===== src/rtl/scan_pkg.sv =====
`timescale 1ns/1ps
package scan_pkg;
    localparam int NUM_CH  = 8;
    localparam int CH_W    = $clog2(NUM_CH);
    localparam int BYTE_W  = 8;
    localparam int RES_W   = 2 * BYTE_W;

    typedef enum logic [2:0] {
        SQ_IDLE,
        SQ_STROBE,
        SQ_LATCHED,
        SQ_SELECT,
        SQ_HIBYTE,
        SQ_LOBYTE,
        SQ_RELEASE
    } seq_state_t;

    typedef struct packed {
        logic [BYTE_W-1:0] hi;
        logic [BYTE_W-1:0] lo;
    } sample_t;

    // Input the converter is told to acquire during a given slot.
    function automatic logic [CH_W-1:0] acq_input(input logic [CH_W-1:0] slot);
        return slot + CH_W'(1);
    endfunction

    // Single-ended unipolar configuration byte for an input.
    function automatic logic [BYTE_W-1:0] cfg_byte(input logic [CH_W-1:0] inp);
        return {1'b1, inp[0], inp[2:1], 4'b0100};
    endfunction

    // One-hot transformer enable: bit order is mirrored against input number.
    function automatic logic [NUM_CH-1:0] enable_mask(input logic [CH_W-1:0] slot);
        logic [NUM_CH-1:0] m;
        m = '0;
        m[CH_W'(NUM_CH-1) - acq_input(slot)] = 1'b1;
        return m;
    endfunction
endpackage


===== src/rtl/scan_tick_timer.sv =====
`timescale 1ns/1ps
module scan_tick_timer #(
    parameter int TICK_W = 20
) (
    input  logic              clk,
    input  logic              rst,
    input  logic [TICK_W-1:0] period,
    output logic              tick
);
    localparam int CMP_W = TICK_W + 1;

    logic [TICK_W-1:0] cnt_q;
    logic              wrap;

    assign wrap = (CMP_W'(cnt_q) + CMP_W'(1)) >= CMP_W'(period);

    always_ff @(posedge clk) begin
        if (rst) begin
            cnt_q <= '0;
            tick  <= 1'b0;
        end else if (wrap) begin
            cnt_q <= '0;
            tick  <= 1'b1;
        end else begin
            cnt_q <= cnt_q + TICK_W'(1);
            tick  <= 1'b0;
        end
    end


    tick_spacing_chk: assert property (@(posedge clk) disable iff (rst)
        (tick && period > TICK_W'(1) && $stable(period)) |=> !tick);
endmodule


===== src/rtl/spi_byte_engine.sv =====
`timescale 1ns/1ps
module spi_byte_engine #(
    parameter int HALF = 2
) (
    input  logic       clk,
    input  logic       rst,
    input  logic       start,
    input  logic [7:0] tx_byte,
    input  logic       miso,
    output logic       sck,
    output logic       mosi,
    output logic       done,
    output logic       busy,
    output logic [7:0] rx_byte
);
    localparam int DIV_W = (HALF > 1) ? $clog2(HALF) : 1;
    localparam logic [DIV_W-1:0] DIV_LAST = DIV_W'(HALF - 1);
    localparam logic [3:0] LAST_EDGE = 4'd15;

    logic [DIV_W-1:0] div_q;
    logic [3:0]       edge_q;
    logic [7:0]       tx_q;
    logic [7:0]       rx_q;

    always_ff @(posedge clk) begin
        if (rst) begin
            div_q  <= '0;
            edge_q <= '0;
            tx_q   <= '0;
            rx_q   <= '0;
            sck    <= 1'b0;
            busy   <= 1'b0;
            done   <= 1'b0;
        end else begin
            done <= 1'b0;
            if (!busy) begin
                if (start) begin
                    busy   <= 1'b1;
                    tx_q   <= tx_byte;
                    div_q  <= '0;
                    edge_q <= '0;
                    sck    <= 1'b0;
                end
            end else if (div_q == DIV_LAST) begin
                div_q  <= '0;
                sck    <= ~sck;
                edge_q <= edge_q + 4'd1;
                if (!sck) begin
                    rx_q <= {rx_q[6:0], miso};
                end else begin
                    tx_q <= {tx_q[6:0], 1'b0};
                end
                if (edge_q == LAST_EDGE) begin
                    busy <= 1'b0;
                    done <= 1'b1;
                end
            end else begin
                div_q <= div_q + DIV_W'(1);
            end
        end
    end

    assign mosi    = tx_q[7];
    assign rx_byte = rx_q;


    sck_idle_chk: assert property (@(posedge clk) disable iff (rst)
        !busy |-> !sck);

    mosi_hold_chk: assert property (@(posedge clk) disable iff (rst)
        sck |-> $stable(mosi));
endmodule


===== src/rtl/scan_result_file.sv =====
`timescale 1ns/1ps
module scan_result_file #(
    parameter int ENTRIES = 8,
    parameter int WIDTH   = 16,
    parameter int AW      = $clog2(ENTRIES)
) (
    input  logic               clk,
    input  logic               rst,
    input  logic               wr_en,
    input  logic [AW-1:0]      wr_addr,
    input  logic [WIDTH-1:0]   wr_data,
    input  logic [ENTRIES-1:0] lock,
    input  logic [AW-1:0]      rd_addr,
    output logic [WIDTH-1:0]   rd_data
);
    logic [ENTRIES-1:0][WIDTH-1:0] mem;

    for (genvar g = 0; g < ENTRIES; g++) begin : g_entry
        always_ff @(posedge clk) begin
            if (rst) begin
                mem[g] <= '0;
            end else if (wr_en && wr_addr == AW'(g) && !lock[g]) begin
                mem[g] <= wr_data;
            end
        end
    end

    assign rd_data = mem[rd_addr];


    lock_hold_chk: assert property (@(posedge clk) disable iff (rst)
        (wr_en && lock[wr_addr]) |=> $stable(mem));

    write_land_chk: assert property (@(posedge clk) disable iff (rst)
        (wr_en && !lock[wr_addr]) |=> mem[$past(wr_addr)] == $past(wr_data));
endmodule


===== src/rtl/exc_scan_seq.sv =====
`timescale 1ns/1ps
module exc_scan_seq
    import scan_pkg::*;
#(
    parameter int SPI_HALF = 2,
    parameter int TICK_W   = 20,
    parameter int SETTLE_W = 12
) (
    input  logic                clk,
    input  logic                rst,
    input  logic [TICK_W-1:0]   tick_period,
    input  logic [SETTLE_W-1:0] settle_cycles,
    input  logic                bus_busy,
    input  logic [NUM_CH-1:0]   rd_lock,
    input  logic [CH_W-1:0]     rd_addr,
    output logic [RES_W-1:0]    rd_data,
    output logic [NUM_CH-1:0]   latch_data,
    output logic                latch_stb,
    output logic                spi_sck,
    output logic                spi_mosi,
    input  logic                spi_miso,
    output logic                spi_cs_n,
    output logic                excite
);
    localparam int SC_W = SETTLE_W + 1;
    localparam logic [CH_W-1:0] LAST_SLOT = CH_W'(NUM_CH - 1);

    seq_state_t          state_q;
    logic [CH_W-1:0]     slot_q;
    logic [BYTE_W-1:0]   hi_q;
    logic [BYTE_W-1:0]   lo_q;
    logic                lo_seen_q;
    logic [SETTLE_W-1:0] settle_q;

    logic              tick;
    logic              spi_start;
    logic [BYTE_W-1:0] spi_tx;
    logic              spi_done;
    logic              spi_busy;
    logic [BYTE_W-1:0] spi_rx;
    logic              settled;
    logic              lo_ready;
    sample_t           sample;

    scan_tick_timer #(.TICK_W(TICK_W)) u_timer (
        .clk    (clk),
        .rst    (rst),
        .period (tick_period),
        .tick   (tick)
    );

    assign spi_start = (state_q == SQ_SELECT) || (state_q == SQ_HIBYTE && spi_done);
    assign spi_tx    = (state_q == SQ_SELECT) ? cfg_byte(acq_input(slot_q)) : '0;

    spi_byte_engine #(.HALF(SPI_HALF)) u_spi (
        .clk     (clk),
        .rst     (rst),
        .start   (spi_start),
        .tx_byte (spi_tx),
        .miso    (spi_miso),
        .sck     (spi_sck),
        .mosi    (spi_mosi),
        .done    (spi_done),
        .busy    (spi_busy),
        .rx_byte (spi_rx)
    );

    assign settled  = (SC_W'(settle_q) + SC_W'(1)) >= SC_W'(settle_cycles);
    assign lo_ready = lo_seen_q || spi_done;

    always_ff @(posedge clk) begin
        if (rst) begin
            state_q   <= SQ_IDLE;
            slot_q    <= '0;
            hi_q      <= '0;
            lo_q      <= '0;
            lo_seen_q <= 1'b0;
            settle_q  <= '0;
        end else begin
            unique case (state_q)
                SQ_IDLE: begin
                    if (tick && !bus_busy) begin
                        state_q <= SQ_STROBE;
                        slot_q  <= '0;
                    end
                end
                SQ_STROBE:  state_q <= SQ_LATCHED;
                SQ_LATCHED: state_q <= SQ_SELECT;
                SQ_SELECT:  state_q <= SQ_HIBYTE;
                SQ_HIBYTE: begin
                    if (spi_done) begin
                        hi_q      <= spi_rx;
                        lo_seen_q <= 1'b0;
                        settle_q  <= '0;
                        state_q   <= SQ_LOBYTE;
                    end
                end
                SQ_LOBYTE: begin
                    if (settle_q != '1) begin
                        settle_q <= settle_q + SETTLE_W'(1);
                    end
                    if (spi_done) begin
                        lo_q      <= spi_rx;
                        lo_seen_q <= 1'b1;
                    end
                    if (lo_ready && settled) begin
                        state_q <= SQ_RELEASE;
                    end
                end
                SQ_RELEASE: begin
                    if (slot_q == LAST_SLOT) begin
                        state_q <= SQ_IDLE;
                    end else begin
                        slot_q  <= slot_q + CH_W'(1);
                        state_q <= SQ_STROBE;
                    end
                end
                default: state_q <= SQ_IDLE;
            endcase
        end
    end

    assign sample = '{hi: hi_q, lo: lo_q};

    scan_result_file #(.ENTRIES(NUM_CH), .WIDTH(RES_W)) u_results (
        .clk     (clk),
        .rst     (rst),
        .wr_en   (state_q == SQ_RELEASE),
        .wr_addr (slot_q),
        .wr_data (sample),
        .lock    (rd_lock),
        .rd_addr (rd_addr),
        .rd_data (rd_data)
    );

    assign latch_data = (state_q == SQ_IDLE) ? '0 : enable_mask(slot_q);
    assign latch_stb  = (state_q == SQ_STROBE);
    assign spi_cs_n   = !(state_q == SQ_SELECT || state_q == SQ_HIBYTE ||
                          state_q == SQ_LOBYTE);
    assign excite     = (state_q == SQ_LOBYTE) || (state_q == SQ_RELEASE);


    exc_drop_chk: assert property (@(posedge clk) disable iff (rst)
        $rose(spi_cs_n) |=> !excite);

    exc_in_frame_chk: assert property (@(posedge clk) disable iff (rst)
        $rose(excite) |-> !spi_cs_n);

    stb_onehot_chk: assert property (@(posedge clk) disable iff (rst)
        latch_stb |-> ($countones(latch_data) == 1 && spi_cs_n));

    cs_frame_chk: assert property (@(posedge clk) disable iff (rst)
        spi_busy |-> !spi_cs_n);

    skip_chk: assert property (@(posedge clk) disable iff (rst)
        (state_q == SQ_IDLE && tick && bus_busy) |=> !latch_stb);
endmodule


===== config.mk =====
export PLATFORM = sky130hd
export DESIGN_NAME = exc_scan_seq
export DESIGN_NICKNAME = d
export VERILOG_FILES = /design/src/rtl/scan_pkg.sv /design/src/rtl/scan_tick_timer.sv /design/src/rtl/spi_byte_engine.sv /design/src/rtl/scan_result_file.sv /design/src/rtl/exc_scan_seq.sv
export SDC_FILE = /design/constraint.sdc
export NUM_CORES = 1
export LEC_CHECK = 0
export BUFFER_PORTS_ARGS = -buffer_cell sky130_fd_sc_hd__buf_4
export CORE_MARGIN = 8
export CORE_UTILIZATION = 35
export CTS_CLUSTER_DIAMETER = 200
export DETAILED_ROUTE_END_ITERATION = 8
export GPL_ROUTABILITY_DRIVEN = 1
export HOLD_SLACK_MARGIN = 0.15
export PLACE_DENSITY = 0.53
export REMOVE_ABC_BUFFERS = 1
export SYNTH_ARGS = -nofsm -noshare
export SYNTH_HDL_FRONTEND = slang
export SYNTH_SLANG_ARGS = --single-unit

===== constraint.sdc =====
create_clock -name clk -period 2.7 [get_ports clk]
set_input_delay 0.27 -clock clk [delete_from_list [all_inputs] [get_ports clk]]
set_output_delay 0.27 -clock clk [all_outputs]
set_load 0.05 [all_outputs]

==> results of run 1 <==
synth_stat cells (all sizes together) (4+ instances only):
cell type  count
mux2          16
ha            42
nand3b         8
and4           4
a22oi          4
clkbuf        35
a21o           4
o21ai         11
nor3b         27
nand2b         8
nand4b         6
nand2        332
nor4b          4
inv           38
dfxtp        206
a21oi        181
mux4          32
and3           6
xor2          11
nor2          48
nand3         25
buf           46
and2           6
nand4         12
nor3          14
xnor2         21
routing by layer:
| layer | track usage [%] | vias to the layer above | share of wire (%) |
|---|---|---|---|
| met4 | 3.10 | 0 | 1.7 |
| met1 | 20.8 | 3854 | 46 |
| li1 | - | 4125 | - |
| met3 | 2.35 | 41 | 4.2 |
| met2 | 25.7 | 151 | 48 |
| met5 | 0 | - | 0 |
power by group:
group / switching [mW] / leakage, nW / internal, mW
Sequential: 0.0149 / 1.66 / 3.05
Combinational: 0.197 / 2.41 / 0.145
Clock: 1.24 / 0.381 / 1.88
cell families (layout without fill, tap and decap cells):
kind of cell	count (synthesis)	in the layout
and+or+nand+nor	507	507
DFF	206	206
adders and majority gates	42	42
xor gates and xnor gates	32	32
muxes	48	48
buffers and inverters	119	190
AOI/OAI and AO/OA	224	224
registers in the layout, indices dropped and copies added (netlist names), 3 cells and up:
register / flops
u_spi.edge_q: 4
u_timer.cnt_q: 20
u_results.mem: 128
lo_q: 8
u_spi.rx_byte: 8
u_spi.tx_q: 6
hi_q: 8
slot_q: 3
settle_q: 12
state_q: 3
area by class of cell:
type                    instances  area, um2  area share [%]
repair buffers                112        888            7.55
multi-input cells             853       5370            45.7
clock buffers                  30        652            5.54
inverters                      38        143            1.21
clock inverters                10        100           0.851
well taps                     384        480            4.09
flip-flops and latches        206       4120            35.1
path summary, 6_finish.rpt:
path                       end  depth (start not counted)               from  slack [ps]
max          u_timer.cnt_q[15]                         11   u_timer.cnt_q[7]         190
min          u_results.mem[99]                          2                rst         230
max reg2reg  u_timer.cnt_q[15]                         11   u_timer.cnt_q[7]         190
min reg2reg  u_results.mem[46]                          2  u_results.mem[46]         450
timing repair:
action / 4_1_cts / 5_1_grt
resized for setup: 0 / 6
setup endpoints to repair: 0 / 21
hold endpoints to repair: 1 / 0
hold buffers: 1 / 0
critical path: cells and delay by family (launching register included):
kind                       cells  cell delay [ps]
adders and majority gates      1              280
DFF                            1              370
and+or+nand+nor                5             1020
xor gates and xnor gates       1              160
AOI/OAI and AO/OA              3              410
buffers and inverters          1              190
through the flow:
step                hold slack (ps)  worst slack, ps
floorplan                       339             -222
global placement                439              136
detailed placement              443              102
CTS                             231             87.3
global route                    260            -1.85
finish                          226              188
layout by cell type (no fill, tap or decap), types with 4 or more instances in the layout:
| cell type | netlist | routed |
|---|---|---|
| a21o_1 | 4 | 4 |
| a21oi_1 | 180 | 179 |
| a22oi_1 | 4 | 4 |
| and2_1 | 6 | 5 |
| and3_1 | 6 | 6 |
| buf_4 | 11 | 106 |
| clkbuf_16 | 0 | 23 |
| clkbuf_8 | 0 | 5 |
| clkinv_2 | 0 | 8 |
| dfxtp_1 | 206 | 206 |
| ha_1 | 42 | 42 |
| inv_1 | 38 | 38 |
| mux2_2 | 16 | 16 |
| mux4_2 | 32 | 32 |
| nand2_1 | 331 | 331 |
| nand2b_1 | 8 | 8 |
| nand3_1 | 24 | 24 |
| nand3b_1 | 4 | 4 |
| nand4_1 | 11 | 11 |
| nand4b_1 | 6 | 6 |
| nor2_1 | 47 | 47 |
| nor3_1 | 13 | 12 |
| nor3b_1 | 20 | 20 |
| nor3b_2 | 4 | 4 |
| o21ai_0 | 11 | 11 |
| xnor2_1 | 21 | 20 |
| xor2_1 | 11 | 11 |
==> results.sh, run 1 <==
export IMPL_timing_final_crit_share_pct=93.1
export IMPL_yosys_area_top_type="dfxtp_1"
export IMPL_clock_latency_ps=500
export IMPL_synth_simple_area_share_pct=24.1
export IMPL_slowest_stage="dfxtp_1"
export IMPL_grt_overflow_total=0
export IMPL_path_max_fanout=12
export IMPL_synth_area_leaders="dfxtp_1 41%, nand2_1 12%, a21oi_1 9.0%, mux4_2 7.2%, ha_1 5.3%"
export IMPL_cts_sinks=206
export IMPL_power_density_nw_per_um2=555
export IMPL_final_nets=1323
export IMPL_synthAdderAreaFrac_pct=5.25
export IMPL_slowest_delay_ps=370
export IMPL_drt_iter0_markers=671
export IMPL_numCtsBuffers=23
export IMPL_synth_area_um2=10000
export IMPL_n_antenna_cell=0
export IMPL_htreeDepth=1
export IMPL_async_flop_share_pct=0
export IMPL_final_area_um2=11800
export IMPL_tightestPinTransition_ps=642
export IMPL_die_height_um=185
export IMPL_fin_util_pct=41.4
export IMPL_worst_ep_arrival_time_ps=2930
export IMPL_synth_top_family_by_area="simple AND/OR/NAND/NOR gates"
export IMPL_grt_usage_pct=15.4
export IMPL_syn_area_per_cell_um2=8.49
export IMPL_max_freq_mhz=398
export IMPL_dp_cells=1592
export IMPL_core_area_um2=28400
export IMPL_slew_viol_final=0
export IMPL_synth_area_mux_share_pct=9.01
export IMPL_areaGrowthSynthToFinish_pct=17.6
export IMPL_peakVddDrop_mv=0.391
export IMPL_crit_path_end_kind="flip-flop"
export IMPL_netlist_instances=1178
export IMPL_hold_violations=0
export IMPL_status="finished clean"
export IMPL_drv_cap=0
export IMPL_finalSetupTns_ps=0
export IMPL_io_buffers=75
export IMPL_nFillCells=2901
export IMPL_grt_max_degree=79
export IMPL_drive_above_1_share_pct=18.3
export IMPL_ioPinCount=76
export IMPL_worstPathCellList="nand4_1, or2_4, nor3_2, xnor2_1, ha_1, a21o_1, a21oi_2, o31ai_2, nand2b_1, buf_4, nor3b_1"
export IMPL_slew_headroom_pct=57.2
export IMPL_wirelength_mm=26.6
export IMPL_drt_pass1_iter_count=5
export IMPL_cp_start_kind="flip-flop"
export IMPL_required_ps=3120
export IMPL_synth_seq_area_share_pct=41.2
export IMPL_cts_root_buf="clkbuf_16"
export IMPL_hold_class="primary input to flip-flop"
export IMPL_drc_errors=0
export IMPL_clockBufferDepth=3
export IMPL_vias=8171
export IMPL_min_period_ps=2510
export IMPL_synth_top_area_share_pct=41.2
export IMPL_die_w_um=185
export IMPL_routed_via_density=5.00
export IMPL_dieArea_um2=34200
export IMPL_p_leak_nw=4.45
export IMPL_initial_core_util_pct=35.2
export IMPL_antenna_found_initial=0
export IMPL_synth_xor_area_share_pct=2.80
export IMPL_power_mw=6.52
export IMPL_cts_setup_buffers=0
export IMPL_grt_pass1_wl_mm=42.6
export IMPL_rows=62
export IMPL_ys_warn_count=0
export IMPL_instances_no_fill=1633
export IMPL_synth_compound_area_share_pct=12.3
export IMPL_finalSetupViolations=0
export IMPL_gp_congestion=0.750
export IMPL_synth_edff_count=0
export IMPL_avgRoutedWirePerCell_um=16.3
export IMPL_ys_ff_latch=206
export IMPL_first_global_vias=7869
export IMPL_post_dp_cell_area_um2=11000
export IMPL_ys_types=63
export IMPL_cts_tree="done"
export IMPL_ant_nets=0
export IMPL_dp_hpwl_mm=17.0
export IMPL_clkTransAtPathRegs_ps=60
export IMPL_critPathKind="flip-flop to flip-flop"
export IMPL_ys_flop_type="dfxtp_1"
export IMPL_clock_skew_ps=21.5
No activity file was read; power rests on OpenSTA's default activity.
==> run 2, diff against run 1 <==
SYNTH_HIERARCHICAL = 1   (was default)
==> run 2 against run 1 <==
Effect of this change: the flow now finishes with violations (setup timing); cell count decreased by 4.7%; worst hold slack got worse by 13 ps; sequential power about the same; combinational power decreased by 16%; worst setup slack got worse by 260 ps; clock power increased by 10%; largest power group unchanged.
==> results.sh, run 2 <==
export IMPL_timing_final_crit_share_pct=103
export IMPL_status="finished, violations left"
export IMPL_r2r_cells=13
export IMPL_peakVddDrop_mv=0.399
export IMPL_rrSetupSlack_ps=-70
export IMPL_switching_share_pct=21.3
export IMPL_p_sw_mw=1.45
export IMPL_gp_congestion=0.754
export IMPL_synth_area_um2=10800
export IMPL_numCtsBuffers=24
export IMPL_cts_root_buf="clkbuf_16"
export IMPL_cts_tree="done"
export IMPL_vias=7596
export IMPL_synth_edff_count=0
export IMPL_path_max_fanout=5
export IMPL_grt_usage_pct=14.0
export IMPL_antenna_found_initial=0
export IMPL_clock_latency_ps=520
export IMPL_top_regs="u_results/mem: 128 flops, u_timer/cnt_q: 20 flops, settle_q: 12 flops"
export IMPL_grt_pass1_wl_mm=41.8
export IMPL_min_period_ps=2770
export IMPL_die_height_um=191
export IMPL_htreeDepth=1
export IMPL_grt_use_met3_pct=2.46
export IMPL_hold_violations=0
export IMPL_async_flop_share_pct=0
export IMPL_drt_pass1_iter_count=5
export IMPL_drt_iter0_markers=322
export IMPL_avgRoutedWirePerCell_um=16.6
export IMPL_ys_ff_latch=208
export IMPL_p_int_mw=5.35
export IMPL_pre_cts_slack_ps=-182
export IMPL_min_from="rst"
export IMPL_clkTransAtPathRegs_ps=60
export IMPL_worst_ep_arrival_time_ps=3160
export IMPL_seq_area_um2=4170
export IMPL_cts_sinks=208
export IMPL_initial_core_util_pct=35.4
export IMPL_ant_nets=0
export IMPL_multiInputGateArea_um2=6170
export IMPL_n_antenna_cell=0
export IMPL_wirelength_mm=25.8
export IMPL_die_w_um=191
export IMPL_areaGrowthSynthToFinish_pct=20.6
export IMPL_holdWs_ps=213
export IMPL_syn_area_per_cell_um2=10.2
export IMPL_grt_overflow_total=0
export IMPL_worst_r2r_endpoint="u_timer/cnt_q[3]"
export IMPL_p_leak_nw=5.82
export IMPL_power_density_nw_per_um2=523
export IMPL_routed_via_density=4.88
export IMPL_finalSetupViolations=21
export IMPL_top_register="u_results/mem"
export IMPL_grt_util_met1_pct=18.3
export IMPL_rows=64
export IMPL_grt_max_degree=82
export IMPL_ioPinCount=76
export IMPL_synth_top_area_share_pct=38.7
export IMPL_combPwrFrac_pct=4.2
export IMPL_max_freq_mhz=361
export IMPL_hold_end="u_spi/rx_byte[6]"
export IMPL_ys_types=65
export IMPL_hold_class="primary input to flip-flop"
export IMPL_layout_common_cells="203 x dfxtp_1, 153 x nand2b_1, 149 x mux2i_1, 126 x buf_4, 68 x nand2_1"
export IMPL_synth_cells_most_frequent="208 x dfxtp_1, 153 x nand2b_1, 149 x mux2i_1"
export IMPL_worstHoldPathCells=2
export IMPL_fin_ws_ps=-68.3
export IMPL_final_common_cell="dfxtp_1"
export IMPL_tightestPinTransition_ps=720
export IMPL_sequentialPowerShare_pct=45.2
export IMPL_critPathKind="flip-flop to flip-flop"
export IMPL_synth_area_leaders="dfxtp_1 39%, mux2i_1 14%, nand2b_1 8.9%, mux4_2 6.7%, ha_1 4.4%"
export IMPL_synth_most_common_cell="dfxtp_1"
export IMPL_drv_cap=0
export IMPL_grt_busiest_layer="met2"
export IMPL_cp_start_kind="flip-flop"
export IMPL_core_area_um2=30400
export IMPL_clockBufferDepth=3
export IMPL_use_met2_pct=23.8
export IMPL_synth_seq_area_share_pct=38.7
export IMPL_crit_path_end_kind="flip-flop"
export IMPL_slew_headroom_pct=51.6
export IMPL_first_global_vias=7770
export IMPL_dp_hpwl_mm=16.8
export IMPL_dieArea_um2=36600
export IMPL_drc_errors=0
export IMPL_yosys_area_top_type="dfxtp_1"
export IMPL_clock_power_share_pct=50.5
export IMPL_nFillCells=2925
export IMPL_slew_viol_final=0
export IMPL_ys_warn_count=6
export IMPL_netlist_instances=1057
export IMPL_required_ps=3100
export IMPL_largest_register_ffs=128
export IMPL_clock_skew_ps=17.1
export IMPL_drive_above_1_share_pct=25.2
export IMPL_rsz0062_at_grt="true"
export IMPL_ys_flop_type="dfxtp_1"
export IMPL_r2r_start="u_timer/cnt_q[7]"
export IMPL_violations="setup timing"
export IMPL_io_buffers=75
export IMPL_final_nets=1227
==> run 2: cell count changes after synthesis, sizes merged, moves of 8 or more <==
cell,change
nand2b,+146
a21oi,-152
mux2i,+149
nand2,-263
or3,+11
nand3,-8
a211oi,+8
==> run 2: repair_timing <==
action                                  4_1_cts  5_1_grt
pin swaps                                    14       12
resized for setup                            17       24
setup buffers                                 0        2
hold buffers                                  2        0
gates cloned                                  0        3
endpoints found under the setup margin       21       23
endpoints found under the hold margin         4        0
==> run 2: per-layer routing <==
metal  routed length (um)  share of wire, %  vias up
met5                    0                 0        -
met4                  346               1.3        0
met3                  960               3.7       32
met2                12400                48      103
met1                12000                47     3620
li1                     -                 -     3841
==> run 2: power by group through the flow <==
stage / clock network (mW) / registers [mW] / logic (mW)
2_1_floorplan: 0 / 3.14 / 0.112
3_3_place_gp: 0 / 3.14 / 0.280
3_5_place_dp: 0 / 3.14 / 0.281
4_1_cts: 3.54 / 3.08 / 0.287
5_1_grt: 3.67 / 3.07 / 0.315
6_report: 3.44 / 3.08 / 0.286
==> run 2: final cells by class <==
| type | instances | share of cell area (%) |
|---|---|---|
| clock buffers | 31 | 5.13 |
| multi-input cells | 732 | 47.5 |
| clock inverters | 13 | 1.41 |
| flip-flops and latches | 208 | 32.1 |
| repair buffers | 140 | 8.96 |
| well taps | 396 | 3.82 |
| inverters | 36 | 1.04 |
==> run 2: through the flow <==
step | util, % | area (um2) | power, mW | std cells | TNS, ps
final | 42.7 | 13000 | 6.80 | 1556 | -1130
after global routing | 42.7 | 13000 | 7.06 | 1556 | -3460
after CTS | 41.9 | 12800 | 6.90 | 1551 | -367
after detailed placement | 38.9 | 11800 | 3.42 | 1505 | -3400
after global placement | 38.9 | 11800 | 3.42 | 1505 | -2780
after floorplan | - | 10300 | 3.26 | 976 | -12510
==> run 2: worst max path at each step <==
stage	endpoint	start
6_report	u_timer/cnt_q[3]	u_timer/cnt_q[7]
4_1_cts	u_timer/tick	u_timer/cnt_q[0]
5_1_grt	u_timer/tick	u_timer/cnt_q[0]
3_3_place_gp	u_timer/cnt_q[16]	u_timer/cnt_q[2]
3_5_place_dp	u_timer/cnt_q[16]	u_timer/cnt_q[2]
2_1_floorplan	u_timer/tick	u_timer/cnt_q[0]
==> run 2: cells by family (layout without fill, tap and decap cells) <==
family / after synthesis / after routing / share of synthesized area [%]
compound gates: 80 / 80 / 5.55
simple gates: 385 / 385 / 20.8
fa+ha+maj: 38 / 38 / 4.42
buf+inv: 119 / 220 / 5.69
xor+xnor: 29 / 29 / 2.64
mux: 197 / 197 / 22.2
flops: 208 / 208 / 38.7
other cells: 1 / 3 / 0.0348
==> run 2: worst max-delay path: stages (launching register included) <==
cell,delay (ps)
dfxtp_1,330
buf_4,140
and4_4,220
and4_4,260
nand3_2,110
xnor2_2,160
ha_1,310
nand3_2,80
or3_4,400
buf_6,130
a41oi_4,180
buf_12,150
clkbuf_16,140
nor3b_1,40
